$ cat config.mk
export PLATFORM = sky130hd
export DESIGN_NAME = stag_add
export DESIGN_NICKNAME = d
export VERILOG_FILES = /design/src/rtl/stag_pkg.sv /design/src/rtl/stag_slice_add.sv /design/src/rtl/stag_operand_sel.sv /design/src/rtl/stag_add.sv
export SDC_FILE = /design/constraint.sdc
export NUM_CORES = 1
export LEC_CHECK = 0
export ABC_AREA = 1
export BUFFER_PORTS_ARGS = -buffer_cell sky130_fd_sc_hd__buf_2
export CORE_AREA = 3 3 155 82
export CTS_BUF_LIST = sky130_fd_sc_hd__clkbuf_8
export CTS_CLUSTER_SIZE = 30
export DETAILED_ROUTE_END_ITERATION = 16
export DIE_AREA = 0 0 158 85
export PLACE_DENSITY_LB_ADDON = 0.05
export SYNTH_ARGS = -nofsm -noshare
export SYNTH_HDL_FRONTEND = slang
export SYNTH_HIERARCHICAL = 1
export SYNTH_SLANG_ARGS = --single-unit
$ cat constraint.sdc
create_clock -name clk_i -period 4.1 [get_ports clk_i]
set_clock_uncertainty 0.1 [all_clocks]
set_input_delay 0.82 -clock clk_i [delete_from_list [all_inputs] [get_ports clk_i]]
set_output_delay 0.82 -clock clk_i [all_outputs]
set_load 0.05 [all_outputs]
$ cat src/rtl/stag_pkg.sv
package stag_pkg;
  typedef enum logic {
    SRC_PORT = 1'b0,
    SRC_FWD  = 1'b1
  } src_e;

  localparam int unsigned NUM_OPS = 2;
endpackage

$ cat src/rtl/stag_slice_add.sv
module stag_slice_add #(
  parameter int unsigned W = 16
) (
  input  logic [W-1:0] a_i,
  input  logic [W-1:0] b_i,
  input  logic         cin_i,
  output logic [W-1:0] sum_o,
  output logic         cout_o
);
  logic [W:0] full;
  assign full   = {1'b0, a_i} + {1'b0, b_i} + {{W{1'b0}}, cin_i};
  assign sum_o  = full[W-1:0];
  assign cout_o = full[W];
endmodule

$ cat src/rtl/stag_operand_sel.sv
module stag_operand_sel #(
  parameter int unsigned W = 16
) (
  input  stag_pkg::src_e src_i,
  input  logic [W-1:0]   port_i,
  input  logic [W-1:0]   fwd_i,
  output logic [W-1:0]   opd_o
);
  always_comb begin
    unique case (src_i)
      stag_pkg::SRC_FWD: opd_o = fwd_i;
      default:           opd_o = port_i;
    endcase
  end
endmodule

$ cat src/rtl/stag_add.sv
module stag_add #(
  parameter int unsigned SLICE_W = 16
) (
  input  logic                 clk_i,
  input  logic                 rst_ni,
  input  logic                 in_valid_i,
  input  logic [2*SLICE_W-1:0] op_a_i,
  input  logic [2*SLICE_W-1:0] op_b_i,
  input  logic                 sel_a_i,
  input  logic                 sel_b_i,
  output logic                 lo_valid_o,
  output logic [SLICE_W-1:0]   lo_sum_o,
  output logic                 lo_carry_o,
  output logic                 res_valid_o,
  output logic [2*SLICE_W-1:0] res_o,
  output logic                 carry_o
);
  import stag_pkg::*;

  localparam int unsigned W  = 2 * SLICE_W;
  localparam int unsigned NO = NUM_OPS;

  // operand views, index 0 = A, 1 = B
  logic [SLICE_W-1:0] port_lo [NO];
  logic [SLICE_W-1:0] port_hi [NO];
  src_e               src_in  [NO];

  assign port_lo[0] = op_a_i[SLICE_W-1:0];
  assign port_lo[1] = op_b_i[SLICE_W-1:0];
  assign port_hi[0] = op_a_i[W-1:SLICE_W];
  assign port_hi[1] = op_b_i[W-1:SLICE_W];
  assign src_in[0]  = src_e'(sel_a_i);
  assign src_in[1]  = src_e'(sel_b_i);

  // stage 1 state: low result of the most recent add
  logic               lo_v_q;
  logic [SLICE_W-1:0] lo_q;
  logic               lo_c_q;
  // high halves and sources staged for the high slice
  logic [SLICE_W-1:0] hi_opd_q [NO];
  src_e               hi_src_q [NO];

  // stage 2 state: full result of the most recent add
  logic               res_v_q;
  logic [SLICE_W-1:0] hi_q;
  logic [SLICE_W-1:0] res_lo_q;
  logic               hi_c_q;

  logic [SLICE_W-1:0] lo_opd [NO];
  logic [SLICE_W-1:0] hi_opd [NO];

  for (genvar g = 0; g < NO; g++) begin : g_opd
    stag_operand_sel #(.W(SLICE_W)) i_lo_sel (
      .src_i  (src_in[g]),
      .port_i (port_lo[g]),
      .fwd_i  (lo_q),
      .opd_o  (lo_opd[g])
    );
    stag_operand_sel #(.W(SLICE_W)) i_hi_sel (
      .src_i  (hi_src_q[g]),
      .port_i (hi_opd_q[g]),
      .fwd_i  (hi_q),
      .opd_o  (hi_opd[g])
    );

    always_ff @(posedge clk_i or negedge rst_ni) begin
      if (!rst_ni) begin
        hi_opd_q[g] <= '0;
        hi_src_q[g] <= SRC_PORT;
      end else if (in_valid_i) begin
        hi_opd_q[g] <= port_hi[g];
        hi_src_q[g] <= src_in[g];
      end
    end
  end

  logic [SLICE_W-1:0] lo_sum;
  logic               lo_cout;
  logic [SLICE_W-1:0] hi_sum;
  logic               hi_cout;

  stag_slice_add #(.W(SLICE_W)) i_lo_add (
    .a_i    (lo_opd[0]),
    .b_i    (lo_opd[1]),
    .cin_i  (1'b0),
    .sum_o  (lo_sum),
    .cout_o (lo_cout)
  );

  stag_slice_add #(.W(SLICE_W)) i_hi_add (
    .a_i    (hi_opd[0]),
    .b_i    (hi_opd[1]),
    .cin_i  (lo_c_q),
    .sum_o  (hi_sum),
    .cout_o (hi_cout)
  );

  always_ff @(posedge clk_i or negedge rst_ni) begin
    if (!rst_ni) begin
      lo_v_q <= 1'b0;
      lo_q   <= '0;
      lo_c_q <= 1'b0;
    end else begin
      lo_v_q <= in_valid_i;
      if (in_valid_i) begin
        lo_q   <= lo_sum;
        lo_c_q <= lo_cout;
      end
    end
  end

  always_ff @(posedge clk_i or negedge rst_ni) begin
    if (!rst_ni) begin
      res_v_q  <= 1'b0;
      hi_q     <= '0;
      res_lo_q <= '0;
      hi_c_q   <= 1'b0;
    end else begin
      res_v_q <= lo_v_q;
      if (lo_v_q) begin
        hi_q     <= hi_sum;
        res_lo_q <= lo_q;
        hi_c_q   <= hi_cout;
      end
    end
  end

  assign lo_valid_o  = lo_v_q;
  assign lo_sum_o    = lo_q;
  assign lo_carry_o  = lo_c_q;
  assign res_valid_o = res_v_q;
  assign res_o       = {hi_q, res_lo_q};
  assign carry_o     = hi_c_q;
endmodule

==> results of run 1 <==
## placed cells by master, fill, tap and decap left out, drive strengths merged
cell type  count
xor2          13
clkinv         2
nand3b         2
ha            30
a21oi         14
inv           91
o21ai          1
nor3           7
nor2          20
dfrtp         86
a211oi         1
or2            2
nand2        615
nand4          2
clkbuf         9
conb           1
clkinvlp       1
and2           1
nand3         21
xnor2          1
fa             4
buf          126
o21bai         1
## registers in the layout, summed over array words and instances (netlist names)
signal	cells
hi_src_q	2
res_valid_o	1
hi_q	16
lo_sum_o	16
hi_opd_q	32
res_lo_q	16
lo_carry_o	1
lo_valid_o	1
carry_o	1
## cells in the mapped netlist (4+ instances only)
library cell and n:
nand3_1 17, buf_12 4, fa_1 4, ha_1 30, inv_6 5, buf_6 18
nor2_1 18, inv_1 72, a21oi_1 12, nand2_1 579, xor2_1 13, inv_2 9
buf_4 8, dfrtp_1 86, nand3_2 4, nand2_2 36, nor3_2 6
## per-stage QoR
step	hold slack, ns	area [um2]	power [W]	cells
floorplan	0.342	6250	0.00348	939
global placement	0.350	6740	0.00416	1185
finish	0.372	6940	0.00481	1201
detailed placement	0.354	6740	0.00417	1185
CTS	0.377	6940	0.00479	1201
global route	0.394	6940	0.00519	1201
## critical path, cell delays in order
cell and delay, ns:
buf_2 0.38, inv_6 0.15, nand2_1 0.10, nand2_1 0.07, fa_1 0.43, fa_1 0.41
nand2_1 0.14, nand3_1 0.08, nand3_1 0.08, nand2_1 0.13, nand2_1 0.11, nand2_1 0.06
nand2_1 0.06, nand2_1 0.05, nand2_1 0.06, nand2_1 0.05
## kinds of logic after synthesis
| family | Yosys count |
|---|---|
| AO/OA/AOI/OAI | 17 |
| AND/OR/NAND/NOR | 670 |
| XOR/XNOR | 14 |
| buffers and inverters | 117 |
| flip-flops | 86 |
| adder cells (fa/ha/maj) | 34 |
| other | 1 |
## power by group through the flow
stage	Clock [W]	Combinational [W]	Sequential, W
5_1_grt	0.000657	0.00311	0.00142
6_report	0.000611	0.00280	0.00139
3_3_place_gp	0	0.00276	0.00140
4_1_cts	0.000625	0.00278	0.00138
2_1_floorplan	0	0.00140	0.00208
3_5_place_dp	0	0.00278	0.00140
## final cells by class
type,instances,area share
sequential,86,0.310
timing repair buffer,126,0.0934
clock inverter,7,0.0108
multi-input combinational,736,0.490
tap,150,0.0270
clock buffer,9,0.0178
inverter,87,0.0510
## worst max-delay path by stage
| stage | end | depth (start not counted) | slack, ns | startpoint |
|---|---|---|---|---|
| 3_3_place_gp | lo_sum_o[14]$_DFFE_PN0P_ | 16 | 0.80 | sel_a_i |
| 3_5_place_dp | lo_sum_o[10]$_DFFE_PN0P_ | 16 | 0.73 | sel_a_i |
| 2_1_floorplan | lo_sum_o[14]$_DFFE_PN0P_ | 16 | 1.33 | sel_a_i |
| 4_1_cts | lo_sum_o[10]$_DFFE_PN0P_ | 16 | 1.15 | sel_a_i |
| 6_report | lo_sum_o[14]$_DFFE_PN0P_ | 16 | 1.09 | sel_b_i |
| 5_1_grt | lo_sum_o[14]$_DFFE_PN0P_ | 16 | 0.91 | sel_a_i |
## routing by layer
layer / vias to the layer above / routed length, um / GRT usage
li1: 3023 / - / -
met1: 2610 / 10100 / 0.522
met2: 226 / 5450 / 0.286
met3: 9 / 2030 / 0.0667
met4: 0 / 121 / 0.0468
met5: - / 0 / 0
==> impl_metrics.csv, run 1 <==
group,metric,value,unit
critical_path,cp.required,4.27,ns
critical_path,critical_path.endpoint_type,"flop",
placed_design,hpwl,13700,um
power_and_ir_drop,p_leak,4.35,nW
floorplan,die_x,158,um
critical_path,cp_max_fo,18,
yosys,synth_top_family_by_area,"simple AND/OR/NAND/NOR gates",
power_and_ir_drop,p_sw,0.00268,W
route,num_vias,5868,
yosys,ys_async_sr_fraction,1.00,
yosys,synth_warnings,6,
cells_and_area,multiInputGateArea,3400,um2
yosys,ys_seq_area_frac,0.344,
cells_and_area,seqCellArea,2150,um2
sta,fin_crit,3.01,ns
cts,cts_max_path_buffers,2,
sta,period_share,0.734,
grt,grt_pass1_vias,5104,
yosys,synth_edf_count,0,
yosys,yosysUniqueCellTypes,30,
sta,setup_tns,0,ns
route,route.detailed.drc,0,
floorplan,core,11500,um2
sta,relSlewSlack,0.392,
power_and_ir_drop,seqPwrFrac,0.290,
grt,grt_pass1_wl,28600,um
critical_path,r2r-start,"hi_src_q[1]$_DFFE_PN0P_",
yosys,synth_top_cell_area_share,0.348,
yosys,post-synth-top-area-cell,"nand2_1",
worst_hold_path,hold_path_class,"flop to flop",
yosys,synthSimpleGateAreaFrac,0.435,
critical_path,ff2ff_path_depth,14,
placed_design,port-buffer-count,120,
floorplan,fp.dieH,85,um
yosys,synthTopCellsByArea,"nand2_1 35%, dfrtp_1 34%, ha_1 6.0%, inv_1 4.3%, nand2_2 3.6%",
critical_path,rrSetupSlack,1.42,ns
worst_hold_path,min_from,"res_lo_q[14]$_DFFE_PN0P_",
sta,hold_viol,0,
yosys,syn_nets,1042,
worst_hold_path,whs_endpoint,"res_lo_q[14]$_DFFE_PN0P_",
grt,grt_max_degree,71,
yosys,syn_avg_cell_area,6.66,um2
cells_and_area,drive_gt1_frac,0.199,
power_and_ir_drop,power.internal,0.00213,W
cts,worstSkewPairLatency,0.38,ns
outcome,outcome,"finished, final reports clean",
cells_and_area,fin_nets,1149,
yosys,synth_xor_area_frac,0.0196,
cells_and_area,fill_cells,1160,
yosys,ys.flop_type,"dfrtp_1",
grt,antenna_found_initial,0,
sta,setup_violations,0,
yosys,syn_inst,939,
placed_design,place_ws,0.731,ns
cts,cts_setup_buffers,0,
cts,postCtsHoldBufs,0,
yosys,syn_area,6250,um2
grt,gr-usage-all-layers,0.277,
cts,clk_pin_slew,0.09,ns
yosys,ys_ff_latch,86,
route,wl_per_cell,14.7,um
cts,post_cts_resized,0,
sta,max_freq,0.332,GHz
route,drtAntennaViolNets,0,
cells_and_area,final_util,0.602,
sta,grt_setup_unrepaired,"false",
cts,clockRootBuffer,"clkbuf_8",
floorplan,start_util,0.542,
sta,setup_ws,1.09,ns
route,viasPerCell,4.89,
floorplan,rows,28,
power_and_ir_drop,powerDensity,692,nW/um2
sta,worst_pin_slew,0.912,ns
floorplan,pin_count,121,
power_and_ir_drop,clkPwrFrac,0.127,
critical_path,start_kind,"primary input",
cts,cts_buffers,9,
cells_and_area,n_antenna_cell,0,
floorplan,die-area,13400,um2
cts,h-tree-depth,3,
route,wl,17700,um
yosys,synth-compound-area-share,0.0162,
worst_hold_path,hold_depth,2,
cells_and_area,syn2layout_area_growth,11.1,%
yosys,synth_fa_ha_area_frac,0.0729,
critical_path,worstSetupPathType,"primary input to flop",
yosys,yosys-mux-area-fraction,0,
job,timing.max_cap.violations,0,
cts,cts_tree,"done",
grt,grt_overflow,0,
cts,cts.sink_count,86,
placed_design,place.gp.congestion,0.979,
critical_path,critPathArrivalTime,3.18,ns
power_and_ir_drop,max-vdd-ir-drop,0.523,mV
power_and_ir_drop,comb_power_share,0.583,
sta,slew_violations,0,
power_and_ir_drop,sw_frac_of_total,0.557,
critical_path,r2r-end,"hi_q[12]$_DFFE_PN0P_",
route,first_iter_violations,638,
route,first_pass_iters,7,
Note: power is estimated with default switching activity, not from simulation.
==> run 2, diff against run 1 <==
==> constraint.sdc (replaced) <==
create_clock -name clk_i -period 3.05 [get_ports clk_i]
set_clock_uncertainty 0.1 [all_clocks]
set_input_delay 0.61 -clock clk_i [delete_from_list [all_inputs] [get_ports clk_i]]
set_output_delay 0.61 -clock clk_i [all_outputs]
set_load 0.05 [all_outputs]
==> impl_metrics.csv, run 2 (synthesis results as in run 1) <==
group,metric,value,unit
grt,grt_pass1_vias,5182,
cts,cts_max_path_buffers,2,
sta,hold_viol,0,
cts,cts_tree,"done",
power_and_ir_drop,p_sw,0.00357,W
floorplan,rows,28,
cts,cts_buffers,9,
critical_path,cp.required,3.21,ns
sta,setup_violations,0,
power_and_ir_drop,powerDensity,933,nW/um2
sta,max_freq,0.374,GHz
cells_and_area,fin_area,6980,um2
worst_hold_path,hold_path_class,"primary input to async pin",
cells_and_area,mostFrequentLayoutCells,"579 x nand2_1, 119 x buf_2, 86 x dfrtp_1",
power_and_ir_drop,sw_frac_of_total,0.548,
power_and_ir_drop,p_leak,4.38,nW
cells_and_area,final_util,0.606,
route,first_iter_violations,511,
grt,gr-usage-all-layers,0.272,
placed_design,place.gp.congestion,0.998,
floorplan,pin_count,121,
route,viasPerCell,5.01,
cts,cts_setup_buffers,0,
critical_path,crit_start,"hi_src_q[1]$_DFFE_PN0P_",
sta,relSlewSlack,0.655,
cells_and_area,largest-register,"hi_opd_q",
route,num_vias,6022,
grt,grt_pass1_wl,28200,um
power_and_ir_drop,max-vdd-ir-drop,0.594,mV
sta,setup_tns,0,ns
cts,postCtsHoldBufs,0,
sta,worst_pin_slew,0.518,ns
critical_path,worstSetupPathType,"flop to flop",
job,timing.max_cap.violations,0,
sta,hold_ws,0.102,ns
grt,grt_max_degree,52,
cts,h-tree-depth,3,
power_and_ir_drop,power.internal,0.00294,W
cells_and_area,fill_cells,1149,
route,wl_per_cell,14.7,um
sta,period_share,0.877,
sta,grt_setup_unrepaired,"false",
critical_path,critical_path.endpoint_type,"flop",
cells_and_area,layout_commonest_cell,"nand2_1",
floorplan,die-area,13400,um2
power_and_ir_drop,seqPwrFrac,0.285,
grt,antenna_found_initial,0,
cts,worstSkewPairLatency,0.37,ns
cts,post_cts_resized,0,
route,first_pass_iters,5,
power_and_ir_drop,clkPwrFrac,0.135,
cells_and_area,drive_gt1_frac,0.200,
cells_and_area,n_antenna_cell,0,
critical_path,critPathArrivalTime,2.84,ns
power_and_ir_drop,finalPower,0.00652,W
floorplan,core,11500,um2
route,drtAntennaViolNets,0,
critical_path,r2r-start,"hi_src_q[1]$_DFFE_PN0P_",
outcome,outcome,"finished, final reports clean",
route,wl,17700,um
critical_path,ff2ff_path_depth,15,
placed_design,hpwl,13600,um
cells_and_area,syn2layout_area_growth,11.7,%
critical_path,r2r-end,"hi_q[14]$_DFFE_PN0P_",
floorplan,start_util,0.542,
route,route.detailed.drc,0,
cts,clockRootBuffer,"clkbuf_8",
placed_design,placed_cell_area,6770,um2
critical_path,start_kind,"flop",
floorplan,die_x,158,um
placed_design,port-buffer-count,120,
critical_path,rrSetupSlack,0.38,ns
sta,fin_crit,2.67,ns
cells_and_area,largest_register_ffs,32,
power_and_ir_drop,comb_power_share,0.580,
cts,cts.sink_count,86,
cells_and_area,fin_nets,1151,
floorplan,fp.dieH,85,um
critical_path,cp_max_fo,16,
sta,slew_violations,0,
cts,clk_pin_slew,0.11,ns
grt,grt_overflow,0,
run 2: changes by cell type in the layout (fill, tap and decap cells not counted):
cell,change
inv_6,+2
clkinv_4,-1
buf_12,+1
inv_8,-2
buf_4,+1
clkinvlp_4,-1
clkinv_2,+1
bufinv_16,+1
run 2: power by group through the flow:
stage / registers [W] / logic [W] / clock network, W
floorplan: 0.00280 / 0.00188 / 0
global placement: 0.00186 / 0.00372 / 0
detailed placement: 0.00186 / 0.00374 / 0
CTS: 0.00185 / 0.00375 / 0.000899
global route: 0.00191 / 0.00414 / 0.000956
finish: 0.00186 / 0.00378 / 0.000882
run 2: cell type report:
class | instances | area, um2 | area share
Clock buffer | 9 | 124 | 0.0177
Multi-Input combinational cell | 736 | 3400 | 0.487
Timing Repair Buffer | 128 | 676 | 0.0968
Sequential cell | 86 | 2150 | 0.308
Clock inverter | 7 | 88.8 | 0.0127
Inverter | 87 | 354 | 0.0507
Tap cell | 150 | 188 | 0.0269
run 2: worst max-delay path, cell delays in order, from the launching register on:
cell	delay (ns)
dfrtp_1	0.52
inv_6	0.14
nand2_1	0.10
nand2_1	0.07
fa_1	0.48
fa_1	0.43
nand2_1	0.09
nand2_1	0.06
nand3b_1	0.09
nand2_2	0.11
nand2_1	0.10
nand2_1	0.05
nand2_1	0.05
nand2_1	0.05
nand2_1	0.05
nand2_1	0.06
run 2: worst max-delay path by stage:
stage / slack (ns) / endpoint / depth (start not counted)
after floorplan: 0.49 / lo_sum_o[14]$_DFFE_PN0P_ / 16
after global placement: 0.25 / lo_sum_o[14]$_DFFE_PN0P_ / 16
after CTS: 0.40 / hi_q[14]$_DFFE_PN0P_ / 15
after global routing: 0.19 / hi_q[14]$_DFFE_PN0P_ / 15
final: 0.38 / hi_q[14]$_DFFE_PN0P_ / 15
after detailed placement: 0.23 / lo_sum_o[14]$_DFFE_PN0P_ / 16
run 2: metal layers:
layer / track usage / wire (um) / share of wire
met5: 0 / 0 / 0
met4: 0.0445 / 88 / 0.0050
met3: 0.0565 / 1880 / 0.11
met2: 0.297 / 5700 / 0.32
met1: 0.507 / 10000 / 0.57
run 2: stage by stage:
stage,cells,setup WS (ns)
after floorplan,939,0.489
after global placement,1187,0.251
after detailed placement,1187,0.227
after CTS,1203,0.402
after global routing,1203,0.185
final,1203,0.376
==> run 3, diff against run 2 <==
--- a/config.mk
+++ b/config.mk
@@ -7,13 +7,12 @@
 export LEC_CHECK = 0
 export ABC_AREA = 1
 export BUFFER_PORTS_ARGS = -buffer_cell sky130_fd_sc_hd__buf_2
-export CORE_AREA = 3 3 155 82
+export CORE_AREA = 3 3 149 79
 export CTS_BUF_LIST = sky130_fd_sc_hd__clkbuf_8
 export CTS_CLUSTER_SIZE = 30
 export DETAILED_ROUTE_END_ITERATION = 16
-export DIE_AREA = 0 0 158 85
+export DIE_AREA = 0 0 152 82
 export PLACE_DENSITY_LB_ADDON = 0.05
 export SYNTH_ARGS = -nofsm -noshare
 export SYNTH_HDL_FRONTEND = slang
-export SYNTH_HIERARCHICAL = 1
 export SYNTH_SLANG_ARGS = --single-unit
==> impl_metrics.csv, run 3 <==
group,metric,value,unit
sta,slew_violations,0,
cts,cts_setup_buffers,0,
cts,cts.sink_count,86,
yosys,synth_warnings,0,
yosys,synthTopCellsByArea,"dfrtp_1 38%, nand2_1 20%, inv_1 7.4%, ha_1 6.8%, o21ai_0 6.7%",
yosys,syn_avg_cell_area,6.98,um2
sta,hold_viol,0,
route,first_iter_violations,353,
grt,grt_pass1_wl,26300,um
cts,clk_pin_slew,0.09,ns
yosys,ys_seq_area_frac,0.377,
cts,cts_buffers,9,
sta,setup_tns,0,ns
cells_and_area,syn2layout_area_growth,17.4,%
sta,worst_pin_slew,0.851,ns
yosys,syn_inst,817,
cells_and_area,largest_register_ffs,32,
yosys,post-synth-top-area-cell,"dfrtp_1",
route,route.detailed.drc,0,
cells_and_area,mostFrequentLayoutCells,"308 x nand2_1, 119 x buf_2, 113 x inv_1",
yosys,ys_ff_latch,86,
yosys,ys_async_sr_fraction,1.00,
critical_path,cpMostUsedCell,"nand2_1",
yosys,yosys-top-cells-count,"308 x nand2_1, 112 x inv_1, 86 x dfrtp_1",
sta,grt_setup_unrepaired,"false",
cts,post_cts_resized,0,
yosys,synth_top_cell_area_share,0.377,
sta,fin_crit,2.57,ns
floorplan,core,10700,um2
sta,period_share,0.842,
route,num_vias,5517,
grt,grt_pass1_vias,4934,
yosys,synth.most_common_cell,"nand2_1",
yosys,synth_edf_count,0,
yosys,ys.flop_type,"dfrtp_1",
cts,postCtsHoldBufs,0,
route,wl_met3,1290,um
route,wl,16300,um
outcome,outcome,"finished, final reports clean",
route,highest_layer,"met4",
power_and_ir_drop,p_leak,3.78,nW
cells_and_area,fin_nets,1034,
floorplan,fp.dieH,82,um
cells_and_area,fin_area,6700,um2
route,dr_wl_met2,5880,um
power_and_ir_drop,max-vdd-ir-drop,0.742,mV
critical_path,start_kind,"flop",
route,first_pass_iters,5,
placed_design,place.gp.congestion,0.938,
cells_and_area,layout_commonest_cell,"nand2_1",
placed_design,placed_cell_area,6460,um2
cells_and_area,drive_gt1_frac,0.190,
yosys,syn_nets,920,
placed_design,hpwl,12300,um
sta,relSlewSlack,0.432,
route,drtAntennaViolNets,0,
cells_and_area,final_util,0.627,
cts,h-tree-depth,3,
critical_path,worstSetupPathType,"flop to flop",
cts,cts_tree,"done",
route,viasPerCell,5.11,
floorplan,pin_count,121,
critical_path,cp.required,3.21,ns
floorplan,die-area,12500,um2
yosys,yosysUniqueCellTypes,26,
grt,gr-usage-all-layers,0.267,
critical_path,cp_slowest_stage_delay,0.50,ns
cts,worstSkewPairLatency,0.36,ns
sta,setup_violations,0,
critical_path,critical_path.endpoint_type,"flop",
cells_and_area,fill_cells,992,
route,m1WireLength,8990,um
power_and_ir_drop,finalPower,0.00671,W
cts,cts_max_path_buffers,2,
critical_path,crit_slowest_cell,"fa_1",
placed_design,place_ws,0.251,ns
critical_path,cp_cell_sequence,"nand2_1, o21ai_0, fa_1, fa_1, nand2_1, nand2_1, nand3_1, nand2_1, nand2_1, nand3_1, nand3_1, nand2_1",
sta,max_freq,0.389,GHz
route,wl_per_cell,15.1,um
cts,clockRootBuffer,"clkbuf_8",
cells_and_area,seqCellArea,2150,um2
cells_and_area,multiInputGateArea,3020,um2
sta,setup_ws,0.481,ns
cells_and_area,largest-register,"hi_opd_q",
worst_hold_path,hold_path_class,"primary input to async pin",
power_and_ir_drop,powerDensity,1000,nW/um2
floorplan,die_x,152,um
grt,grt_overflow,0,
critical_path,critPathArrivalTime,2.72,ns
floorplan,start_util,0.534,
yosys,syn_area,5700,um2
critical_path,cp_max_fo,4,
grt,antenna_found_initial,0,
grt,grt_max_degree,49,
cells_and_area,n_antenna_cell,0,
floorplan,rows,27,
job,timing.max_cap.violations,0,
placed_design,port-buffer-count,120,
==> run 3: changes by cell type after synthesis, moves of 18 or more <==
cell | before | now
clkbuf_1 | 0 | 18
nand2_2 | 36 | 6
buf_6 | 18 | 0
o21ai_0 | 0 | 76
inv_1 | 72 | 112
nand2_1 | 579 | 308
mux2_2 | 0 | 20
a21oi_1 | 12 | 32
nor2_1 | 18 | 40
==> run 3: power by group <==
part	internal, W	switching (W)
clock	0.000558	0.000412
sequential	0.00148	0.000322
combinational	0.00116	0.00279
total	0.00319	0.00352
==> run 3: layout make-up <==
cell class              count  area share
flip-flops and latches     86       0.321
clock inverters             5      0.0148
inverters                 113      0.0633
repair buffers            129       0.102
multi-input cells         592       0.451
well taps                 145      0.0271
clock buffers              10      0.0206
==> run 3: metrics by stage <==
stage	std cells	hold slack, ns
2_1_floorplan	817	0.214
3_3_place_gp	1065	0.350
3_5_place_dp	1065	0.354
4_1_cts	1080	0.121
5_1_grt	1080	0.133
6_report	1080	0.108
==> run 3: final timing paths <==
| check | startpoint | endpoint | slack (ns) | cells past startpoint |
|---|---|---|---|---|
| setup reg to reg | hi_q[0]$_DFFE_PN0P_ | hi_q[14]$_DFFE_PN0P_ | 0.48 | 12 |
| min in group clk_i | op_b_i[20] | hi_opd_q[4]$_DFFE_PN0P_ | 0.35 | 3 |
| hold / removal | rst_ni | hi_opd_q[11]$_DFFE_PN0P_ | 0.11 | 1 |
| hold reg to reg | res_lo_q[14]$_DFFE_PN0P_ | res_lo_q[14]$_DFFE_PN0P_ | 0.37 | 2 |
| setup / recovery | hi_q[0]$_DFFE_PN0P_ | hi_q[14]$_DFFE_PN0P_ | 0.48 | 12 |
| max in group asynchronous | rst_ni | lo_sum_o[6]$_DFFE_PN0P_ | 2.10 | 2 |
==> run 3: per-layer routing <==
layer | up-vias | global-route usage
li1 | 2787 | -
met1 | 2495 | 0.439
met2 | 223 | 0.353
met3 | 12 | 0.0616
met4 | 0 | 0.0386
met5 | - | 0
==> run 3: logic make-up (layout without fill, tap and decap cells) <==
group                    Yosys count  after routing  share of synthesized area
AO/OA/AOI/OAI                    119            119                      0.105
XOR/XNOR                           6              6                    0.00921
adder cells (fa/ha/maj)           34             34                     0.0785
buffers and inverters            139            257                     0.0932
flip-flops                        86             86                      0.377
multiplexers                      20             20                     0.0395
AND/OR/NAND/NOR                  413            413                      0.297
==> run 3: worst max-delay path: cells and delay by family (launching register included) <==
family          cells  cell delay [ns]
simple gates        9             0.88
compound gates      1             0.11
flops               1             0.43
fa+ha+maj           2             0.93
